[config.mk]
export PLATFORM = sky130hd
export DESIGN_NAME = ds_short_monitor
export DESIGN_NICKNAME = d
export VERILOG_FILES = /design/src/rtl/ds_mon_pkg.sv /design/src/rtl/ds_blank_chan.sv /design/src/rtl/ds_trip_fsm.sv /design/src/rtl/ds_sticky_reg.sv /design/src/rtl/ds_short_monitor.sv
export SDC_FILE = /design/constraint.sdc
export NUM_CORES = 1
export LEC_CHECK = 0
export ABC_AREA = 0
export BUFFER_PORTS_ARGS = -buffer_cell sky130_fd_sc_hd__buf_2
export CAP_MARGIN = 20
export CORE_MARGIN = 1
export CORE_UTILIZATION = 51
export CTS_CLUSTER_SIZE = 14
export DETAILED_ROUTE_END_ITERATION = 7
export MAX_ROUTING_LAYER = met4
export PLACE_DENSITY = 0.79
export SYNTH_ARGS = -nofsm -noshare
export SYNTH_HDL_FRONTEND = slang
export SYNTH_SLANG_ARGS = --single-unit
[constraint.sdc]
create_clock -name clk -period 2.1 [get_ports clk]
set_input_delay 0.42 -clock clk [delete_from_list [all_inputs] [get_ports clk]]
set_output_delay 0.42 -clock clk [all_outputs]
set_load 0.05 [all_outputs]
[src/rtl/ds_mon_pkg.sv]
package ds_mon_pkg;

    typedef enum logic {
        TRIP_RUN  = 1'b0,
        TRIP_HOLD = 1'b1
    } trip_state_e;

    typedef struct packed {
        logic load;
        logic sup;
        logic gnd;
    } flag_pat_t;

endpackage

[src/rtl/ds_blank_chan.sv]
module ds_blank_chan #(
    parameter int unsigned BLANK_CYC = 8,
    parameter int unsigned CNT_W     = 4
) (
    input  logic clk,
    input  logic rst_n,
    input  logic gate_on,
    input  logic vds_over,
    output logic qual_o
);
    localparam logic [CNT_W-1:0] LOAD_VAL = CNT_W'(BLANK_CYC - 1);

    logic             gate_q;
    logic [CNT_W-1:0] cnt;
    logic             rise;
    logic             blanked;

    assign rise    = gate_on & ~gate_q;
    assign blanked = ~gate_on | rise | (cnt != '0);
    assign qual_o  = vds_over & ~blanked;

    always_ff @(posedge clk or negedge rst_n) begin
        if (!rst_n) begin
            gate_q <= 1'b0;
            cnt    <= '0;
        end else begin
            gate_q <= gate_on;
            if (rise)
                cnt <= LOAD_VAL;
            else if (!gate_on)
                cnt <= '0;
            else if (cnt != '0)
                cnt <= cnt - 1'b1;
        end
    end

    // switch off means no qualified result
    assert_off_ignored_R1: assert property (@(posedge clk) disable iff (!rst_n)
        !gate_on |-> !qual_o);

    // the edge that first sees the gate high is always blanked
    assert_turnon_blank_R2: assert property (@(posedge clk) disable iff (!rst_n)
        $rose(gate_on) |-> !qual_o);

endmodule

[src/rtl/ds_trip_fsm.sv]
module ds_trip_fsm
    import ds_mon_pkg::*;
(
    input  logic      clk,
    input  logic      rst_n,
    input  logic      clr,
    input  logic      stop_en,
    input  flag_pat_t live,
    output flag_pat_t flags,
    output logic      disable_o
);
    trip_state_e state, state_nxt;
    flag_pat_t   lat_pat;
    flag_pat_t   live_q;
    logic        any_live;

    assign any_live = live.gnd | live.sup;

    // next-state logic
    always_comb begin
        state_nxt = state;
        unique case (state)
            TRIP_RUN:  if (!clr && stop_en && any_live) state_nxt = TRIP_HOLD;
            TRIP_HOLD: if (clr) state_nxt = TRIP_RUN;
            default:   state_nxt = TRIP_RUN;
        endcase
    end

    // state register
    always_ff @(posedge clk or negedge rst_n) begin
        if (!rst_n) state <= TRIP_RUN;
        else        state <= state_nxt;
    end

    // flag capture registers
    always_ff @(posedge clk or negedge rst_n) begin
        if (!rst_n) begin
            lat_pat <= '0;
            live_q  <= '0;
        end else if (clr) begin
            lat_pat <= '0;
            live_q  <= '0;
        end else begin
            live_q <= live;
            if (stop_en) lat_pat <= lat_pat | live;
        end
    end

    // outputs
    always_comb begin
        flags = lat_pat | live_q;
        unique case (state)
            TRIP_RUN:  disable_o = 1'b0;
            TRIP_HOLD: disable_o = 1'b1;
            default:   disable_o = 1'b0;
        endcase
    end

    assert_trip_arm_R5: assert property (@(posedge clk) disable iff (!rst_n)
        (stop_en && any_live && !clr) |=> disable_o);

    assert_trip_hold_R5: assert property (@(posedge clk) disable iff (!rst_n)
        (disable_o && !clr) |=> disable_o);

    assert_live_no_disable_R6: assert property (@(posedge clk) disable iff (!rst_n)
        (!disable_o && !stop_en) |=> !disable_o);

    assert_clear_all_R8: assert property (@(posedge clk) disable iff (!rst_n)
        clr |=> (!disable_o && flags == '0));

endmodule

[src/rtl/ds_sticky_reg.sv]
module ds_sticky_reg #(
    parameter int unsigned N_BITS = 6
) (
    input  logic              clk,
    input  logic              rst_n,
    input  logic              clr,
    input  logic [N_BITS-1:0] set,
    output logic [N_BITS-1:0] q
);
    always_ff @(posedge clk or negedge rst_n) begin
        if (!rst_n)   q <= '0;
        else if (clr) q <= '0;
        else          q <= q | set;
    end

    // no bit falls without a clear
    assert_sticky_hold_R7: assert property (@(posedge clk) disable iff (!rst_n)
        !clr |=> ((q & $past(q)) == $past(q)));

    // a set bit appears at the next edge
    assert_sticky_set_R7: assert property (@(posedge clk) disable iff (!rst_n)
        (!clr && set != '0) |=> ((q & $past(set)) == $past(set)));

endmodule

[src/rtl/ds_short_monitor.sv]
module ds_short_monitor
    import ds_mon_pkg::*;
#(
    parameter int unsigned N_PH      = 3,
    parameter int unsigned DEAD_CYC  = 3,
    parameter int unsigned EXTRA_CYC = 5
) (
    input  logic            clk,
    input  logic            rst_n,
    input  logic            clr_pulse,
    input  logic            rd_done,
    input  logic            stop_en,
    input  logic [2*N_PH-1:0] gate_on,
    input  logic [2*N_PH-1:0] vds_over,
    output logic            flag_gnd,
    output logic            flag_sup,
    output logic            load_short,
    output logic            drv_disable,
    output logic [2*N_PH-1:0] fault_reg
);
    localparam int unsigned N_SW      = 2 * N_PH;
    localparam int unsigned BLANK_CYC = DEAD_CYC + EXTRA_CYC;
    localparam int unsigned CNT_W     = $clog2(BLANK_CYC + 1);

    logic [N_SW-1:0] qual;
    logic            clr;
    flag_pat_t       live;
    flag_pat_t       flags;

    assign clr = clr_pulse | rd_done;

    for (genvar i = 0; i < N_SW; i++) begin : g_chan
        ds_blank_chan #(
            .BLANK_CYC (BLANK_CYC),
            .CNT_W     (CNT_W)
        ) u_chan (
            .clk      (clk),
            .rst_n    (rst_n),
            .gate_on  (gate_on[i]),
            .vds_over (vds_over[i]),
            .qual_o   (qual[i])
        );
    end

    always_comb begin
        live.gnd  = |qual[N_PH-1:0];
        live.sup  = |qual[N_SW-1:N_PH];
        live.load = live.gnd & live.sup;
    end

    ds_trip_fsm u_fsm (
        .clk       (clk),
        .rst_n     (rst_n),
        .clr       (clr),
        .stop_en   (stop_en),
        .live      (live),
        .flags     (flags),
        .disable_o (drv_disable)
    );

    ds_sticky_reg #(
        .N_BITS (N_SW)
    ) u_reg (
        .clk   (clk),
        .rst_n (rst_n),
        .clr   (clr),
        .set   (qual),
        .q     (fault_reg)
    );

    assign flag_gnd   = flags.gnd;
    assign flag_sup   = flags.sup;
    assign load_short = flags.load;

endmodule

==> PnR_summary.wiki, run 1 <==
{| class="wikitable"
! Metric !! Value
|-
| Outcome || complete, no violations
|-
| Fraction of layout instances using a drive strength above 1 || a little under a quarter
|-
| Busiest layer in global routing || met2
|-
| MaxCap Viol Count || 0
|-
| Core ar. || 0.00374 mm2
|-
| Transition at the pin with the smallest max-transition slack || just under 0.5 ns
|-
| Register bit count reported by yosys || 43
|-
| Power per unit of standard cell area || 763 mW/mm2
|-
| Beginning of the critical path || g_chan[4].u_chan.cnt[0]
|-
| Total track usage || about a fifth
|-
| Antenna diode count || 0
|-
| HPWL Detailed || 2.64 mm
|-
| Clock Sink Count || 43
|-
| Final setup violation count || 0
|-
| Number of global-route vias before repair || roughly 1.5k
|-
| Finished Layout Cells || 278
|-
| Number of distinct library cells after synthesis || 37
|-
| Maximum number of pins on one net before global-route repair || 21
|-
| Number of buffers and inverters on the critical path || 1
|-
| Total clock buffers created by CTS || 5
|-
| Number of primary I/O pins || 27
|-
| Cell with the biggest individual delay on the critical path || dfrtp_1
|-
| Post-cts repair resize count || 0
|-
| Final critical delay including setup and external delays || roughly 1.6 ns
|-
| CP Launch Type || flip-flop
|-
| Top library cells by usage in the layout, fill and taps aside || dfrtp_1 (43), buf_2 (26), nand2_1 (25), inv_1 (21), nor2_1 (16)
|-
| Critical path arrival || 1.82 ns
|-
| 1st-pass router iterations || 4
|-
| Leading cell type in the layout, fill and taps excluded || dfrtp_1
|-
| Startpoint of the worst register-to-register path || g_chan[4].u_chan.cnt[0]
|-
| Worst min-delay path category || input pin to async pin
|-
| # placed instances || between 200 and 300
|-
| Crit. End Element || flip-flop
|-
| Post-CTS setup buffer count || 0
|-
| Growth of design area from synthesis to finish || 14.3%
|-
| Detail-routed via count per cell || ~5.1
|-
| CP delay by family, top || simple AND/OR/NAND/NOR gates
|-
| Die Span Y || approximately 65 um
|-
| First-pass GRT wire length || 6.24 mm
|-
| Clock tree from TritonCTS || built
|-
| Slew headroom || 67.3%
|-
| Static leakage || about 0.0011 uW
|-
| Ordered list of cells on the worst path || inv_1 > ha_1 > nor3b_4 > and4_4 > nor3_4 > o31ai_2
|-
| Clk root buf || clkbuf_8
|-
| Net count after synthesis || 218
|-
| Wire length reported by the detailed router || approximately 3.4 mm
|-
| Max-slew violation count || 0
|-
| H-tree levels || 2
|-
| Area of the mapped netlist || about 0.0020 mm2
|-
| Final worst path period share || around 77%
|-
| Final number of hold-violating endpoints || 0
|-
| Mapped Cells || 195
|-
| Insertion delay of the later-clocked pin in the worst-skew pair || 0.29 ns
|-
| Maximum clock skew at final layout || around 0.005 ns
|-
| Initial standard-cell utilization of the core || 54.5%
|-
| GRT overflow || 0
|-
| Clock transition time at the flip-flop clock pins of the worst setup and hold paths || ~0.08 ns
|-
| Crit path max fanout || 4
|-
| Antenna-violating nets left || 0
|-
| Number of DRC violations after detailed-routing iteration 0 || between 80 and 90
|-
| Hold-fix buffers at CTS || 0
|-
| Final setup TNS || 0 ns
|-
| Sequential area share after synthesis || between 50% and 60%
|-
| GRT met2 Usage || around 33%
|-
| Maximum operating frequency || about 620 MHz
|-
| WS Path Type || flip-flop to flip-flop
|-
| Average instance area after synthesis || between 10 and 15 um2
|-
| Die footprint || between 0.004 and 0.005 mm2
|-
| Via count of the routed design || ~1.4k
|-
| X dimension of the die || about 65 um
|-
| Placement row count || 22
|-
| Wirelength per Cell || approximately 12 um
|-
| Number of buffers on the longest clock path || 2
|-
| Fill cells || 327
|-
| Peak VDD IR || slightly below 0.0006 V
|-
| Remaining routing DRC violations || 0
|-
| Buffers added on ports || 26
|-
| Layout Nets || approximately 250
|-
| Longest individual stage delay on the worst path || a little under 0.4 ns
|-
| Antenna violations before repair || 0
|-
| Synth warn || 0
|-
| GP Congestion || 0.793
|-
| Critical path data required time || 2.31 ns
|-
| Met1 demand-to-capacity share in global routing || around 24%
|-
| Met3 GRT Util || ~6.3%
|-
| RSZ-0062 raised after global routing || false
|}
## cells in the mapped netlist
| cell | n | area, um2 |
|---|---|---|
| and4_4 | 2 | 22.5 |
| o211ai_1 | 1 | 7.51 |
| nor2_1 | 16 | 60.1 |
| a21boi_0 | 1 | 7.51 |
| o31ai_2 | 2 | 25.0 |
| clkbuf_8 | 1 | 13.8 |
| or2_2 | 3 | 18.8 |
| nor3_4 | 1 | 16.3 |
| o21a_1 | 3 | 22.5 |
| nand3b_1 | 2 | 15.0 |
| or3b_4 | 1 | 11.3 |
| dfrtp_1 | 43 | 1080 |
| nor2b_1 | 2 | 12.5 |
| o21ai_1 | 2 | 10.0 |
| nand2b_4 | 1 | 13.8 |
| nor4_2 | 1 | 12.5 |
| o21ai_0 | 6 | 30.0 |
| a21boi_1 | 5 | 37.5 |
| ha_1 | 6 | 75.1 |
| nor2_4 | 1 | 11.3 |
| a211oi_1 | 1 | 7.51 |
| nor3b_4 | 4 | 75.1 |
| nor3_1 | 12 | 60.1 |
| nand3_1 | 1 | 5.00 |
| nand4b_1 | 2 | 17.5 |
| a21o_1 | 1 | 7.51 |
| nand2b_1 | 1 | 6.26 |
| a21oi_1 | 8 | 40.0 |
| mux2_1 | 1 | 11.3 |
| nand2_1 | 25 | 93.8 |
| or2_1 | 1 | 6.26 |
| inv_1 | 21 | 78.8 |
| mux2_2 | 2 | 22.5 |
| o31ai_1 | 1 | 7.51 |
| xnor2_1 | 6 | 52.6 |
| a31oi_1 | 5 | 31.3 |
| or3_1 | 3 | 18.8 |
## final cells by class
cell class                      count  area, um2  area share, %
Tap cell                           48       60.1           2.58
Inverter                           21       78.8           3.38
Sequential cell                    43       1080           46.1
Multi-Input combinational cell    130        872           37.4
Clock buffer                        8        100           4.29
Timing Repair Buffer               28        145           6.22
## worst register-to-register path: stages, from the launching register on
cell	delay [ns]
dfrtp_1	0.39
inv_1	0.09
ha_1	0.19
nor3b_4	0.28
and4_4	0.30
nor3_4	0.06
o31ai_2	0.22
## cells by family (layout without fill, tap and decap cells)
kind of cell / after synthesis / after routing / synth area share, %
simple gates: 79 / 79 / 23.4
flops: 43 / 43 / 52.7
compound gates: 36 / 36 / 11.5
buf+inv: 22 / 57 / 4.54
fa+ha+maj: 6 / 6 / 3.68
xor+xnor: 6 / 6 / 2.58
mux: 3 / 3 / 1.66
## per-stage QoR
step	hold slack [ns]	cell area (um2)	total power, uW	worst slack, ns	util (%)
2_1_floorplan	0.124	2040	1150	0.616	-
3_3_place_gp	0.391	2230	1220	0.533	59.6
3_5_place_dp	0.394	2230	1240	0.496	59.6
4_1_cts	0.0773	2330	1800	0.477	62.3
5_1_grt	0.0963	2330	1890	0.334	62.3
6_report	0.0680	2330	1780	0.493	62.3
## power by group
part           internal (uW)  switching (uW)  total, uW
Sequential               879            47.4        927
Clock                    300             262        562
Combinational            132             158        291
Total                   1310             467       1780
## state kept, by name (all words and copies together), names as in the netlist
name,count
u_fsm.live_q,3
g_chan.u_chan.gate_q,6
u_reg.q,6
u_fsm.lat_pat,3
u_fsm.state,1
g_chan.u_chan.cnt,24
## final timing paths
| kind | cells after the start | slack [ns] | to |
|---|---|---|---|
| setup reg to reg | 6 | 0.49 | u_fsm.lat_pat[2] |
| hold reg to reg | 1 | 0.50 | u_reg.q[5] |
| hold / removal | 1 | 0.07 | g_chan[2].u_chan.cnt[0] |
| max in group asynchronous | 2 | 1.50 | u_fsm.live_q[0] |
| setup / recovery | 6 | 0.49 | u_fsm.lat_pat[2] |
| min in group clk | 1 | 0.28 | g_chan[4].u_chan.gate_q |
## per-layer routing
| layer | vias to the layer above | wire, um | part of all wire (%) |
|---|---|---|---|
| met2 | 21 | 1640 | 48 |
| met1 | 665 | 1580 | 46 |
| met3 | 6 | 138 | 4.1 |
| li1 | 730 | - | - |
| met5 | - | 0 | 0 |
| met4 | 0 | 41 | 1.2 |
(Power assumes the default switching activity.)
==> inputs of run 2 (changes only) <==
--- a/config.mk
+++ b/config.mk
@@ -13,7 +13,7 @@
 export CTS_CLUSTER_SIZE = 14
 export DETAILED_ROUTE_END_ITERATION = 7
 export MAX_ROUTING_LAYER = met4
-export PLACE_DENSITY = 0.79
+export PLACE_DENSITY = 0.82
 export SYNTH_ARGS = -nofsm -noshare
 export SYNTH_HDL_FRONTEND = slang
 export SYNTH_SLANG_ARGS = --single-unit
==> constraint.sdc (replaced) <==
create_clock -name clk -period 1.37 [get_ports clk]
set_input_delay 0.274 -clock clk [delete_from_list [all_inputs] [get_ports clk]]
set_output_delay 0.274 -clock clk [all_outputs]
set_load 0.05 [all_outputs]
==> run 2 against run 1 <==
The run now ends with negative setup slack left. Register-to-register slack worse by 0.63 ns. Hold slack better by 0.067 ns. Flip-flop and latch count unchanged. Power up 68%. Core utilization up 10 points. Clock skew about the same. Fmax up 6.6%. Combinational power up 140%. Worst setup slack worse by 0.63 ns. Sequential power up 53%. Cell count up 11%.
==> PnR_summary.wiki, run 2 (synthesized netlist as in run 1, its figures left out) <==
{| class="wikitable"
! Metric !! Value
|-
| Outcome || finished with violations (was complete, no violations)
|-
| Violations in the final reports || negative setup slack
|-
| RSZ-0062 raised after global routing || true (was false)
|-
| H-tree levels || 2 (unchanged)
|-
| Core ar. || 0.00374 mm2 (unchanged)
|-
| Static leakage || 0.00129 uW (was 0.00112 uW)
|-
| Maximum operating frequency || 663 MHz (was 622 MHz)
|-
| Remaining routing DRC violations || 0 (unchanged)
|-
| Clk root buf || clkbuf_8 (unchanged)
|-
| Antenna-violating nets left || 0 (unchanged)
|-
| Clock tree from TritonCTS || built (unchanged)
|-
| Detail-routed via count per cell || 5.13 (was 5.12)
|-
| Leading cell type in the layout, fill and taps excluded || dfrtp_1 (unchanged)
|-
| Placement row count || 22 (unchanged)
|-
| Die Span Y || 65.3 um (unchanged)
|-
| Multi-input combinational cell area || 978 um2 (was 872 um2)
|-
| Layout Nets || 283 (was 252)
|-
| GP Congestion || 0.808 (was 0.793)
|-
| Area taken by flip-flops and latches || 0.00108 mm2 (unchanged)
|-
| Worst hold-check slack || 0.135 ns (was 0.0680 ns)
|-
| Total track usage || 21.7% (was 20.2%)
|-
| HPWL Detailed || 2.81 mm (was 2.64 mm)
|-
| Growth of design area from synthesis to finish || 33.5% (was 14.3%)
|-
| X dimension of the die || 65.3 um (unchanged)
|-
| Final worst path period share || 110% (was 76.5%)
|-
| Critical path data required time || 1.58 ns (was 2.31 ns)
|-
| GRT overflow || 0 (unchanged)
|-
| Top library cells by usage in the layout, fill and taps aside || dfrtp_1 (43), buf_4 (29), nand2_1 (25), buf_2 (23) (was dfrtp_1 (43), buf_2 (26), nand2_1 (25), inv_1 (21), nor2_1 (16))
|-
| Maximum clock skew at final layout || 0.00503 ns (was 0.00508 ns)
|-
| Fill cells || 267 (was 327)
|-
| Clock transition time at the flip-flop clock pins of the worst setup and hold paths || 0.08 ns (about the same)
|-
| Insertion delay of the later-clocked pin in the worst-skew pair || 0.29 ns (about the same)
|-
| Final number of hold-violating endpoints || 0 (unchanged)
|-
| Number of DRC violations after detailed-routing iteration 0 || 87 (was 85)
|-
| Antenna violations before repair || 0 (unchanged)
|-
| Crit path setup slack, layout || -0.138 ns (was 0.493 ns)
|-
| Crit path max fanout || 4 (unchanged)
|-
| Initial standard-cell utilization of the core || 54.5% (unchanged)
|-
| Via count of the routed design || 1586 (was 1422)
|-
| WS Path Type || flip-flop to flip-flop (unchanged)
|-
| Power per unit of standard cell area || 1100 mW/mm2 (was 763 mW/mm2)
|-
| # placed instances || 292 (was 270)
|-
| MaxCap Viol Count || 0 (unchanged)
|-
| 1st-pass router iterations || 4 (unchanged)
|-
| Number of global-route vias before repair || 1596 (was 1476)
|-
| Wirelength per Cell || 12.9 um (was 12.2 um)
|-
| CP Launch Type || flip-flop (unchanged)
|-
| Clock Sink Count || 43 (unchanged)
|-
| Register with the most flip-flops || g_chan.u_chan.cnt (unchanged)
|-
| Peak VDD IR || 0.000841 V (was 0.000593 V)
|-
| Max-slew violation count || 0 (unchanged)
|-
| Worst min-delay path category || input pin to flip-flop (was input pin to async pin)
|-
| Regs by FF count || g_chan.u_chan.cnt: 24 flops, g_chan.u_chan.gate_q: 6 flops, u_reg.q: 6 flops (unchanged)
|-
| Crit. End Element || flip-flop (unchanged)
|-
| Final setup violation count || 10 (was 0)
|-
| Total clock buffers created by CTS || 5 (unchanged)
|-
| Antenna diode count || 0 (unchanged)
|-
| Number of buffers on the longest clock path || 2 (unchanged)
|-
| Fraction of layout instances using a drive strength above 1 || 39.1% (was 23.0%)
|-
| Transition at the pin with the smallest max-transition slack || 0.367 ns (was 0.487 ns)
|-
| Maximum number of pins on one net before global-route repair || 44 (was 21)
|-
| Buffers added on ports || 26 (unchanged)
|-
| Die footprint || 0.00426 mm2 (unchanged)
|-
| Finished Layout Cells || 309 (was 278)
|-
| Final critical delay including setup and external delays || 1.51 ns (was 1.61 ns)
|-
| Number of primary I/O pins || 27 (unchanged)
|-
| Slew headroom || 75.3% (was 67.3%)
|-
| Critical path arrival || 1.72 ns (was 1.82 ns)
|-
| Number of flip-flops under the largest register name || 24 (unchanged)
|-
| First-pass GRT wire length || 6.75 mm (was 6.24 mm)
|-
| Wire length reported by the detailed router || 3.99 mm (was 3.40 mm)
|}
run 2: cell type report:
cell class | instances | area share [%]
Sequential cell | 43 | 39.5
Clock buffer | 8 | 3.67
Timing Repair Buffer | 59 | 15.8
Multi-Input combinational cell | 130 | 35.9
Tap cell | 48 | 2.20
Inverter | 21 | 2.89
run 2: per-layer routing:
metal  up-vias  GRT usage (%)  share of wire [%]
met1       766           26.6                 44
met3         6           5.90                3.3
met2        24           35.1                 51
li1        790              -                  -
met4         0           7.07                1.5
met5         -              -                  0
run 2: per-stage QoR:
step	worst slack [ns]	total power [uW]	setup TNS (ns)	cell area [um2]	util, %
floorplan	-0.0831	1780	-0.190	2060	-
global placement	-0.0707	2000	-0.245	2430	65.0
detailed placement	-0.141	2020	-0.640	2430	65.0
CTS	-0.132	2940	-0.691	2640	70.6
global route	-0.222	3150	-1.84	2720	72.8
finish	-0.138	2990	-0.647	2720	72.8
run 2: worst max-delay path: stages, from the launching register on:
cell and delay, ns:
dfrtp_1 0.39, inv_1 0.06, ha_2 0.16, or3b_4 0.41, nor2_4 0.13, o31ai_2 0.09
o31ai_2 0.17
run 2: final timing paths:
check / startpoint / endpoint / slack [ns] / cells after the start
max: g_chan[1].u_chan.cnt[0] / u_fsm.lat_pat[2] / -0.14 / 6
min: gate_on[5] / g_chan[5].u_chan.gate_q / 0.13 / 1
max reg2reg: g_chan[1].u_chan.cnt[0] / u_fsm.lat_pat[2] / -0.14 / 6
max in group asynchronous: rst_n / g_chan[2].u_chan.cnt[0] / 0.69 / 3
min in group asynchronous: rst_n / g_chan[2].u_chan.cnt[2] / 0.48 / 3
min reg2reg: u_reg.q[3] / u_reg.q[3] / 0.51 / 1
run 2: timing repair:
item / CTS / global route
hold buffers: 1 / 0
setup endpoints to repair: 13 / 25
endpoints found under the hold margin: 43 / 0
resized for setup: 18 / 16
pin swaps: 10 / 16
setup buffers: 5 / 5
run 2: power by group:
group | internal [uW] | leakage, uW | total, uW | switching, uW
combinational | 374 | 0.000679 | 699 | 326
clock | 460 | 0.0000515 | 869 | 409
sequential | 1350 | 0.000556 | 1420 | 70.0
total | 2180 | 0.00129 | 2990 | 804
==> inputs of run 3 (changes only) <==
--- a/config.mk
+++ b/config.mk
@@ -13,7 +13,8 @@
 export CTS_CLUSTER_SIZE = 14
 export DETAILED_ROUTE_END_ITERATION = 7
 export MAX_ROUTING_LAYER = met4
-export PLACE_DENSITY = 0.82
+export PLACE_DENSITY = 0.79
+export SETUP_SLACK_MARGIN = 0.02
 export SYNTH_ARGS = -nofsm -noshare
 export SYNTH_HDL_FRONTEND = slang
 export SYNTH_SLANG_ARGS = --single-unit
==> constraint.sdc (replaced) <==
create_clock -name clk -period 1.5 [get_ports clk]
set_input_delay 0.3 -clock clk [delete_from_list [all_inputs] [get_ports clk]]
set_output_delay 0.3 -clock clk [all_outputs]
set_load 0.05 [all_outputs]
==> run 3 against run 2 <==
The run now ends clean. Global-route usage fell by 0.73 points. Cell count decreased by 3.6%. Flip-flop and latch count unchanged. Via count down 1.7%. Power decreased by 16%. Combinational power shrank 19%. Final area fell by 5.7%. Largest cell class unchanged.
==> PnR_summary.wiki, run 3 (synthesized netlist as in run 1, its figures left out) <==
{| class="wikitable"
! Metric !! Value
|-
| Outcome || complete, no violations (was finished with violations)
|-
| Number of global-route vias before repair || 1545 (was 1596)
|-
| Crit. End Element || flip-flop (unchanged)
|-
| Buffers added on ports || 26 (unchanged)
|-
| Insertion delay of the later-clocked pin in the worst-skew pair || 0.29 ns (about the same)
|-
| Maximum number of pins on one net before global-route repair || 29 (was 44)
|-
| Leading cell type in the layout, fill and taps excluded || dfrtp_1 (unchanged)
|-
| Antenna diode count || 0 (unchanged)
|-
| H-tree levels || 2 (unchanged)
|-
| Register with the most flip-flops || g_chan.u_chan.cnt (unchanged)
|-
| Hold Crit Depth || 1 (unchanged)
|-
| Maximum clock skew at final layout || 0.00474 ns (was 0.00503 ns)
|-
| Regs by FF count || g_chan.u_chan.cnt: 24 flops, g_chan.u_chan.gate_q: 6 flops, u_reg.q: 6 flops (unchanged)
|-
| GP Congestion || 0.826 (was 0.808)
|-
| Fraction of layout instances using a drive strength above 1 || 34.0% (was 39.1%)
|-
| X dimension of the die || 65.3 um (unchanged)
|-
| Final critical delay including setup and external delays || 1.49 ns (was 1.51 ns)
|-
| Crit path max fanout || 3 (was 4)
|-
| Max-slew violation count || 0 (unchanged)
|-
| RSZ-0062 raised after global routing || true (unchanged)
|-
| Via count of the routed design || 1559 (was 1586)
|-
| 1st-pass router iterations || 4 (unchanged)
|-
| Antenna violations before repair || 0 (unchanged)
|-
| Power per unit of standard cell area || 978 mW/mm2 (was 1100 mW/mm2)
|-
| Wirelength per Cell || 12.8 um (was 12.9 um)
|-
| GRT overflow || 0 (unchanged)
|-
| Number of buffers on the longest clock path || 2 (unchanged)
|-
| Clock tree from TritonCTS || built (unchanged)
|-
| Static leakage || 0.00122 uW (was 0.00129 uW)
|-
| Slew headroom || 74.6% (was 75.3%)
|-
| First-pass GRT wire length || 6.50 mm (was 6.75 mm)
|-
| Top library cells by usage in the layout, fill and taps aside || dfrtp_1 (43), nand2_1 (25), buf_4 (25), buf_2 (23), inv_1 (18) (was dfrtp_1 (43), buf_4 (29), nand2_1 (25), buf_2 (23))
|-
| Number of primary I/O pins || 27 (unchanged)
|-
| WS Path Type || flip-flop to flip-flop (unchanged)
|-
| Clock transition time at the flip-flop clock pins of the worst setup and hold paths || 0.07 ns (was 0.08 ns)
|-
| Detail-routed via count per cell || 5.23 (was 5.13)
|-
| Clk root buf || clkbuf_8 (unchanged)
|-
| CP Launch Type || flip-flop (unchanged)
|-
| Die Span Y || 65.3 um (unchanged)
|-
| Ordered list of cells on the worst path || inv_1 > ha_2 > or3b_4 > nor2_4 > o31ai_4 > o31ai_2 (was inv_1 > ha_2 > or3b_4 > nor2_4 > o31ai_2 > o31ai_2)
|-
| Longest individual stage delay on the worst path || 0.40 ns (was 0.41 ns)
|-
| Wire length reported by the detailed router || 3.82 mm (was 3.99 mm)
|-
| Number of flip-flops under the largest register name || 24 (unchanged)
|-
| Maximum operating frequency || 672 MHz (was 663 MHz)
|-
| Final core occ || 68.6% (was 72.8%)
|-
| Critical path arrival || 1.69 ns (was 1.72 ns)
|-
| Total track usage || 21.0% (was 21.7%)
|-
| Placement row count || 22 (unchanged)
|-
| Clock Sink Count || 43 (unchanged)
|-
| HPWL Detailed || 2.73 mm (was 2.81 mm)
|-
| Core ar. || 0.00374 mm2 (unchanged)
|-
| Final setup violation count || 0 (was 10)
|-
| Number of cells on the worst reg-to-reg path || 6 (unchanged)
|-
| Antenna-violating nets left || 0 (unchanged)
|-
| Layout Nets || 274 (was 283)
|-
| MaxCap Viol Count || 0 (unchanged)
|-
| Peak VDD IR || 0.000707 V (was 0.000841 V)
|-
| # placed instances || 281 (was 292)
|-
| Die footprint || 0.00426 mm2 (unchanged)
|-
| Fill cells || 311 (was 267)
|-
| Final worst path period share || 99.2% (was 110%)
|-
| Remaining routing DRC violations || 0 (unchanged)
|-
| Final number of hold-violating endpoints || 0 (unchanged)
|-
| Total clock buffers created by CTS || 5 (unchanged)
|-
| Growth of design area from synthesis to finish || 25.8% (was 33.5%)
|-
| Number of DRC violations after detailed-routing iteration 0 || 60 (was 87)
|-
| Critical path data required time || 1.70 ns (was 1.58 ns)
|-
| Finished Layout Cells || 298 (was 309)
|-
| Cell with the biggest individual delay on the critical path || or3b_4 (unchanged)
|-
| Transition at the pin with the smallest max-transition slack || 0.381 ns (was 0.367 ns)
|-
| Worst min-delay path category || input pin to flip-flop (unchanged)
|-
| Initial standard-cell utilization of the core || 54.5% (unchanged)
|-
| Worst hold-check slack || 0.176 ns (was 0.135 ns)
|}
-- run 3: cell types whose count changed in the layout (fill, tap and decap cells not counted), moves of 3 or more --
cell / before / now
or2_4: 3 / 0
buf_8: 3 / 0
inv_1: 15 / 18
inv_2: 6 / 3
or2_2: 0 / 3
buf_4: 29 / 25
-- run 3: report_power, final --
part / leakage (uW) / switching (uW) / internal (uW)
clock network: 0.0000371 / 345 / 310
logic: 0.000627 / 274 / 289
registers: 0.000556 / 62.8 / 1230
-- run 3: per-layer routing --
metal	up-vias	share of wire, %	global-route usage (%)
met2	36	49	34.3
met5	-	0	-
li1	771	-	-
met1	744	45	25.3
met4	0	2.0	7.34
met3	8	4.1	5.38
-- run 3: metrics by stage --
step | cell area (um2) | TNS [ns] | power, uW | worst slack, ns
2_1_floorplan | 2040 | 0 | 1610 | 0.0330
3_3_place_gp | 2330 | -0.0126 | 1770 | -0.0126
3_5_place_dp | 2330 | -0.0603 | 1780 | -0.0392
4_1_cts | 2470 | -0.0467 | 2480 | -0.0298
5_1_grt | 2570 | -0.354 | 2670 | -0.0805
6_report | 2570 | 0 | 2510 | 0.0125
-- run 3: worst paths after layout --
kind                            slack, ns               startpoint                      end
worst min register to register       0.48         u_fsm.lat_pat[2]         u_fsm.lat_pat[2]
worst max register to register       0.01  g_chan[1].u_chan.cnt[1]         u_fsm.lat_pat[2]
worst min-delay path                 0.18               gate_on[1]  g_chan[1].u_chan.gate_q
max in group asynchronous            0.58                    rst_n  g_chan[1].u_chan.cnt[2]
min in group asynchronous            0.46                    rst_n  g_chan[2].u_chan.cnt[2]
worst max-delay path                 0.01  g_chan[1].u_chan.cnt[1]         u_fsm.lat_pat[2]
-- run 3: repair_timing --
action,4_1_cts,5_1_grt
setup buffers,4,6
endpoints found under the setup margin,4,20
hold endpoints to repair,15,0
pin swaps,3,12
cloned,0,0
gates resized for setup,5,17
hold buffers,1,0
-- run 3: layout make-up --
type / count / area, um2 / share of cell area, %
clock buffer: 6 / 72.6 / 2.83
inverter: 21 / 78.8 / 3.07
multi-input combinational: 130 / 947 / 36.9
sequential: 43 / 1080 / 41.9
tap: 48 / 60.1 / 2.34
timing repair buffer: 50 / 333 / 13.0
-- run 3: critical path: cells and delay by family (launching register included) --
| kind | cells | cell delay [ns] |
|---|---|---|
| AND/OR/NAND/NOR | 2 | 0.55 |
| adder cells (fa/ha/maj) | 1 | 0.17 |
| AO/OA/AOI/OAI | 2 | 0.26 |
| buffers and inverters | 1 | 0.06 |
| flip-flops | 1 | 0.38 |
